$ cat config.mk
export PLATFORM = sky130hd
export DESIGN_NAME = uic_cascade
export DESIGN_NICKNAME = d
export VERILOG_FILES = /design/src/rtl/uic_pkg.sv /design/src/rtl/uic_addr_dec.sv /design/src/rtl/uic_node.sv /design/src/rtl/uic_cascade.sv
export SDC_FILE = /design/constraint.sdc
export NUM_CORES = 1
export LEC_CHECK = 0
export ABC_AREA = 1
export CORE_UTILIZATION = 40
export CTS_BUF_LIST = sky130_fd_sc_hd__clkbuf_8
export DETAILED_ROUTE_END_ITERATION = 8
export DONT_BUFFER_PORTS = 1
export PLACE_DENSITY_LB_ADDON = 0.12
export SLEW_MARGIN = 30
export SYNTH_ARGS = -nofsm -noshare
export SYNTH_HDL_FRONTEND = slang
export SYNTH_HIERARCHICAL = 1
export SYNTH_SLANG_ARGS = --single-unit
export TNS_END_PERCENT = 5
$ cat constraint.sdc
create_clock -name clk -period 1.45 [get_ports clk]
set_input_delay 0.0725 -clock clk [delete_from_list [all_inputs] [get_ports clk]]
set_output_delay 0.0725 -clock clk [all_outputs]
set_load 0.05 [all_outputs]
$ cat src/rtl/uic_pkg.sv
package uic_pkg;
  localparam int unsigned UIC_W = 32;

  typedef enum logic [1:0] {
    UR_STAT = 2'd0,
    UR_ENAB = 2'd1,
    UR_MASK = 2'd2,
    UR_CSEL = 2'd3
  } uic_reg_e;
endpackage

$ cat src/rtl/uic_addr_dec.sv
module uic_addr_dec
  import uic_pkg::*;
#(
  parameter int unsigned NINST = 4,
  parameter int unsigned IDX_W = $clog2(NINST)
) (
  input  logic [IDX_W+1:0] addr_i,
  output logic [NINST-1:0] sel_o,
  output uic_reg_e         reg_o
);
  always_comb begin
    reg_o = uic_reg_e'(addr_i[1:0]);
    for (int i = 0; i < NINST; i++) begin
      sel_o[i] = (addr_i[IDX_W+1:2] == IDX_W'(i));
    end
  end

  // at most one instance selected
  always_comb begin
    a_r9_one_select: assert ($onehot0(sel_o));
  end
endmodule

$ cat src/rtl/uic_node.sv
module uic_node
  import uic_pkg::*;
#(
  parameter int unsigned W = UIC_W
) (
  input  logic         clk,
  input  logic         rst_n,
  input  logic [W-1:0] req_i,
  input  logic         sel_i,
  input  uic_reg_e     reg_i,
  input  logic         we_i,
  input  logic [W-1:0] wdata_i,
  output logic [W-1:0] rdata_o,
  output logic         crit_o,
  output logic         ncrit_o
);
  logic [W-1:0] status_q, enable_q, csel_q;
  logic [W-1:0] masked, clr_mask;
  logic         wr_en, wr_csel;

  assign wr_en   = sel_i && we_i && (reg_i == UR_ENAB);
  assign wr_csel = sel_i && we_i && (reg_i == UR_CSEL);
  assign clr_mask = (sel_i && we_i && (reg_i == UR_STAT)) ? wdata_i : '0;

  always_ff @(posedge clk or negedge rst_n) begin
    if (!rst_n) begin
      status_q <= '0;
      enable_q <= '0;
      csel_q   <= '0;
    end else begin
      status_q <= (status_q & ~clr_mask) | req_i;
      if (wr_en)   enable_q <= wdata_i;
      if (wr_csel) csel_q   <= wdata_i;
    end
  end

  assign masked  = status_q & enable_q;
  assign crit_o  = |(masked & csel_q);
  assign ncrit_o = |(masked & ~csel_q);

  always_comb begin
    rdata_o = '0;
    if (sel_i) begin
      case (reg_i)
        UR_STAT: rdata_o = status_q;
        UR_ENAB: rdata_o = enable_q;
        UR_MASK: rdata_o = masked;
        UR_CSEL: rdata_o = csel_q;
        default: rdata_o = '0;
      endcase
    end
  end

  // a newly set bit must come from a request
  a_r2_set_from_req: assert property (@(posedge clk) disable iff (!rst_n)
    1'b1 |=> ((status_q & ~$past(status_q) & ~$past(req_i)) == '0));
  // a cleared bit without a request is zero afterwards
  a_r3_w1c_clears: assert property (@(posedge clk) disable iff (!rst_n)
    1'b1 |=> ((status_q & $past(clr_mask & ~req_i)) == '0));
  // a request always wins
  a_r4_set_wins: assert property (@(posedge clk) disable iff (!rst_n)
    1'b1 |=> ((status_q & $past(req_i)) == $past(req_i)));
  // masked view writes leave enable unchanged
  a_r5_mask_ro: assert property (@(posedge clk) disable iff (!rst_n)
    (sel_i && we_i && reg_i == UR_MASK) |=> $stable(enable_q) && $stable(csel_q));
  // the two summaries never exceed masked activity
  a_r8_summary_split: assert property (@(posedge clk) disable iff (!rst_n)
    (crit_o || ncrit_o) |-> (masked != '0));
endmodule

$ cat src/rtl/uic_cascade.sv
module uic_cascade
  import uic_pkg::*;
#(
  parameter int unsigned NSEC     = 3,
  parameter int unsigned NINST    = NSEC + 1,
  parameter int unsigned IDX_W    = $clog2(NINST),
  parameter int unsigned ADDR_W   = IDX_W + 2,
  parameter int unsigned PRIM_EXT = UIC_W - 2 * NSEC
) (
  input  logic                   clk,
  input  logic                   rst_n,
  input  logic [PRIM_EXT-1:0]    prim_irq_i,
  input  logic [NSEC*UIC_W-1:0]  sec_irq_i,
  input  logic [ADDR_W-1:0]      bus_addr_i,
  input  logic                   bus_we_i,
  input  logic [UIC_W-1:0]       bus_wdata_i,
  output logic [UIC_W-1:0]       bus_rdata_o,
  output logic                   cpu_irq_o
);
  logic [NINST-1:0] sel;
  uic_reg_e         reg_sel;
  logic [UIC_W-1:0] rd [NINST];
  logic [NSEC-1:0]  sec_crit, sec_ncrit;
  logic [2*NSEC-1:0] cas;
  logic             p_crit, p_ncrit;

  uic_addr_dec #(.NINST(NINST), .IDX_W(IDX_W)) u_dec (
    .addr_i(bus_addr_i), .sel_o(sel), .reg_o(reg_sel)
  );

  uic_node #(.W(UIC_W)) u_prim (
    .clk(clk), .rst_n(rst_n), .req_i({prim_irq_i, cas}),
    .sel_i(sel[0]), .reg_i(reg_sel), .we_i(bus_we_i), .wdata_i(bus_wdata_i),
    .rdata_o(rd[0]), .crit_o(p_crit), .ncrit_o(p_ncrit)
  );

  assign cpu_irq_o = p_crit | p_ncrit;

  for (genvar k = 0; k < NSEC; k++) begin : g_sec
    uic_node #(.W(UIC_W)) u_sec (
      .clk(clk), .rst_n(rst_n), .req_i(sec_irq_i[k*UIC_W +: UIC_W]),
      .sel_i(sel[k+1]), .reg_i(reg_sel), .we_i(bus_we_i), .wdata_i(bus_wdata_i),
      .rdata_o(rd[k+1]), .crit_o(sec_crit[k]), .ncrit_o(sec_ncrit[k])
    );
    assign cas[2*k+1] = sec_crit[k];
    assign cas[2*k]   = sec_ncrit[k];

    // summaries land in the primary on the next edge
    a_r8_crit_lands: assert property (@(posedge clk) disable iff (!rst_n)
      sec_crit[k] |=> u_prim.status_q[2*k+1]);
    a_r8_ncrit_lands: assert property (@(posedge clk) disable iff (!rst_n)
      sec_ncrit[k] |=> u_prim.status_q[2*k]);
  end

  always_comb begin
    bus_rdata_o = '0;
    for (int i = 0; i < NINST; i++) bus_rdata_o |= rd[i];
  end

  // processor request drops with an empty primary status
  a_r6_irq_needs_status: assert property (@(posedge clk) disable iff (!rst_n)
    cpu_irq_o |-> (u_prim.status_q != '0));
endmodule

-- Word level (Yosys, flattened, before mapping)
Cells that the tools add are included.
- multiplexer cells: 12
- reduce and logical (&&, ||, !) cells: 26
- equality and inequality tests: 6
- bitwise gates (word level): 32
- operators with widths (operator ; number):
    32-bit AND ; 16
    32-bit one-hot mux with 4 select lines ; 4
    32-bit 2-to-1 mux ; 8
    32-bit inverter ; 8
    32-bit OR reduction ; 8
    32-bit OR ; 7
    1-bit logical AND ; 16
    2-bit equality test, second input constant ; 4
    2-bit by 1-bit equality test with 1-bit output, second input constant ; 2
    2-bit logical NOT ; 2
    1-bit OR ; 1
- logic and storage cells: 88
- bits in registers: 384
- input bits: 161
- output and inout port bits: 33

-- Depth between registers and ports, before layout
- word-level depth: 7
- depth in mapped cells: 10

-- Hierarchy
Netlist, hierarchy kept.
- by module, submodules not included (module ; seq. area each (um^2) ; area each (um^2) ; times used ; cells each):
    uic_node ; 2402.3 ; 5200.0 ; 4 ; 719
    uic_cascade ; 0.0 ; 366.6 ; 1 ; 97
    uic_addr_dec ; 0.0 ; 41.3 ; 1 ; 9

-- Worst setup path after synthesis
No wires, ideal clock.
- kind: input-to-output
- start: input port bus_addr_i[1]
- end: output port bus_rdata_o[11]
- data required time: 1378 ps
- slack: 49 ps
- stages: 8
- path buffers: 3
- arrival time: 1329 ps
- cell sequence: buf_4 -> buf_4 -> inv_4 -> clkbuf_1 -> o21ai_0 -> a31oi_1 -> nor2_1 -> nand2_1
- RTL lines (what ; line ; RTL):
    start, declared ; uic_cascade.sv:14 ; input logic [ADDR_W-1:0] bus_addr_i,
    end, declared ; uic_cascade.sv:17 ; output logic [UIC_W-1:0] bus_rdata_o,

-- Final worst setup path
- start: register u_prim.status_q[29]
- end: output port cpu_irq_o
- cells in the longest elaborated chain, start to end: 4
- ends and longest elaborated chain (what ; line ; RTL):
    start, declared ; uic_node.sv:17 ; logic [W-1:0] status_q, enable_q, csel_q;
    start signal, assigned ; uic_node.sv:31 ; status_q <= (status_q & ~clr_mask) | req_i;
    32-bit AND ; uic_node.sv:37 ; assign masked = status_q & enable_q;
    32-bit AND ; uic_node.sv:38 ; assign crit_o = |(masked & csel_q);
    32-bit OR reduction ; uic_node.sv:38 ;
    named net p_crit ; uic_cascade.sv:25 ; logic p_crit, p_ncrit;
    1-bit OR ; uic_cascade.sv:37 ; assign cpu_irq_o = p_crit | p_ncrit;
    end, declared ; uic_cascade.sv:18 ; output logic cpu_irq_o
The timed path passes the listed nets, and every way through them passes these cells.

==> impl_metrics.csv <==
group,metric,value,unit
run_status,violations,"hold timing, setup timing",
synthesis,syn_inst,2982,
placement,place_congestion,0.894,
floorplanning,chipHeight,232,microns
sta,period_needed,2.15,ns
sta,setup_ws,-0.698,ns
cts,clock-sinks,384,
synthesis,synth.distinct_cells,20,
cts,cts_max_path_buffers,3,
cts,cts_made_buffers,73,
grt,grt_remaining_overflow,0,
grt,met2_usage,48.3,%
cts,cts_root_buffer,"clkbuf_8",
routing,dr.pass1.iters,6,
placement,hpwlAfterDp,55.8,mm
cts,htreeDepth,3,
routing,vias_per_cell,5.45,
power,vdd_ir_drop_max,0.853,mV
cells_and_area,drive_above_1_share,13.3,%
critical_path,required,1.38,ns
synthesis,seq_area_frac_synth,45.3,%
sta,period_share,148,%
cts,clkLatencyLatePin,0.67,ns
grt,busiest_layer,"met2",
power,power_density,1210,mW/mm^2
sta,grt_setup_unrepaired,"true",
routing,ant_nets,0,
floorplanning,die_x,232,microns
floorplanning,start_util,40.4,%
critical_path,cp_cell_sequence,"nand3_2 -> nand2_2 -> nor2_2 -> nand2_1 -> nor2_2 -> nand2_1 -> or2_4 -> buf_12",
placement,place.port_buffers,0,
cells_and_area,syn_to_final_growth,31.5,%
grt,grt_pass1_vias,21300,
routing,num_vias,22500,
critical_path,crit_type,"flip-flop to output port",
sta,slew-limit-headroom,39.6,%
critical_path,critPathTopFamily,"simple AND/OR/NAND/NOR gates",
grt,antenna_found_initial,10,
routing,wirelength,83.9,mm
critical_path,worstPathArrival,2.08,ns
grt,grt_pass1_wl,125,mm
sta,hold_viol,386,
critical_path,cp-end-kind,"output port",
synthesis,synth_warnings,6,
synthesis,synth_seq_cells,384,
grt,grt_use_met3,5.49,%
critical_path,crit_slowest_cell,"dfrtp_1",
floorplanning,die-area,0.0539,sq mm
placement,dp_slack,-0.136,ns
cells_and_area,final_util,53.2,%
sta,tightest_slew,0.906,ns
power,p_leak,12.7,nW
synthesis,syn_nets,3143,
min_path,hold_path_class,"input port to async pin",
routing,wl_per_cell,20.4,microns
critical_path,start_kind,"flip-flop",
flow_run,drv_cap,0,
sta,hold_slack,-0.878,ns
critical_path,path_buf_inv,1,
synthesis,syn_avg_cell_area,7.11,sq um
cts,clkTransAtPathRegs,0.06,ns
grt,use_met1,41.4,%
routing,first_iter_violations,2033,
sta,finalSetupViolCount,34,
grt,grt_use_total,30.9,%
sta,clock.fmax,466,MHz
sta,drv_slew,0,
grt,grt_max_degree,385,
cells_and_area,final_nets,3535,
floorplanning,io_pins,194,
synthesis,syn-cell-area,0.0212,sq mm
floorplanning,core_area,0.0524,sq mm
cts,cts_tree,"built",
run_status,status,"finished, violations left",
critical_path,crit_fanout,3,
floorplanning,rows,84,
sta,fin_skew,0.0298,ns
routing,drc,0,
critical_path,critPathMaxStageDelay,0.42,ns
[flip-flops by register name, indices dropped and copies added, names as in the netlist]
name and count:
u_prim/enable_q 32, g_sec.u_sec/csel_q 96, g_sec.u_sec/enable_q 96, u_prim/csel_q 32, g_sec.u_sec/status_q 96, u_prim/status_q 32
[what timing repair did]
action	4_1_cts	5_1_grt
setup buffers	2	12
setup endpoints to repair	33	132
gates resized for setup	77	109
hold buffers	239	4
pin swaps	14	47
hold endpoints to repair	768	390
[worst register-to-register path, delay by kind of cell (launching register included)]
family / cells / cell delay (ns)
flip-flops: 1 / 0.40
buffers and inverters: 2 / 0.24
AND/OR/NAND/NOR: 7 / 0.70
[area by class of cell]
type | instances | area, sq um
multi-input cells | 2061 | 9780
fillers | 5025 | 24600
clock inverters | 27 | 144
diodes | 4 | 10.0
well taps | 688 | 861
clock buffers | 102 | 1400
flip-flops and latches | 384 | 9610
repair buffers | 451 | 4560
inverters | 403 | 1520
[cells by family (layout without fill, tap and decap cells)]
| logic type | count (synthesis) | after routing | synth area share, % |
|---|---|---|---|
| AO/OA/AOI/OAI | 768 | 768 | 18.9 |
| buffers and inverters | 537 | 983 | 10.5 |
| flip-flops | 384 | 384 | 45.3 |
| other | 0 | 4 | 0 |
| AND/OR/NAND/NOR | 1293 | 1293 | 25.3 |
[placed cells by master, fill, tap and decap left out, types with 7 or more instances in the layout]
master and count:
buf_4 151, o21ai_0 562, a31oi_1 108, inv_1 400, nor2_1 115, clkinv_2 8
nand3_1 320, dlygate4sd3_1 234, inv_2 7, buf_6 18, nand3_2 16, nand2_1 767
nor2_2 29, clkbuf_8 102, o21ai_1 69, dlymetal6s4s_1 8, nor2_4 15, nand2_2 28
buf_12 36, dfrtp_1 381, o21ai_2 8, a31oi_2 15
[synth_stat cells (all sizes together)]
| library cell | instances | area [sq um] |
|---|---|---|
| nand3 | 336 | 1700 |
| a31oi | 124 | 776 |
| or2 | 1 | 6.26 |
| o21ai | 640 | 3200 |
| nor2 | 159 | 657 |
| dfrtp | 384 | 9610 |
| a21oi | 4 | 20.0 |
| clkbuf | 40 | 165 |
| nand2 | 797 | 3000 |
| clkinv | 4 | 15.0 |
| buf | 94 | 546 |
| inv | 399 | 1510 |
[stage by stage]
stage | total power, mW | instance area [sq um] | setup TNS (ns) | instances
final | 33.8 | 27900 | -18.54 | 4120
after global routing | 35.5 | 27900 | -21.71 | 4116
after CTS | 33.6 | 27400 | -34.49 | 4100
after detailed placement | 21.4 | 23300 | -0.547 | 3730
after global placement | 21.2 | 23300 | -0.365 | 3730
after floorplan | 18.3 | 21200 | 0 | 2982
[routing by layer]
layer	share of wire (%)	vias up
met5	0.10	-
met4	4.5	14
met3	7.3	220
met2	46	939
met1	42	10700
li1	-	10600
[power by group]
part | internal, mW | switching [mW] | leakage (nW)
clock network | 6.26 | 5.04 | 0.844
registers | 12.4 | 1.55 | 4.28
logic | 3.34 | 5.23 | 7.58
total | 22.0 | 11.8 | 12.7
[final timing paths]
kind                                             from  depth (start not counted)                         end  slack [ns]
min in group clk                        bus_addr_i[2]                          5   g_sec[1].u_sec/csel_q[17]       -0.02
hold reg to reg            g_sec[0].u_sec/enable_q[6]                          2  g_sec[0].u_sec/enable_q[6]        0.54
max in group asynchronous                       rst_n                          0  g_sec[2].u_sec/enable_q[8]        1.57
hold / removal                                  rst_n                          0   g_sec[0].u_sec/csel_q[27]       -0.88
setup / recovery                  u_prim/status_q[29]                          8                   cpu_irq_o       -0.70
setup reg to reg           g_sec[2].u_sec/status_q[8]                          9          u_prim/status_q[4]           0
No activity file was read; power rests on OpenSTA's default activity.
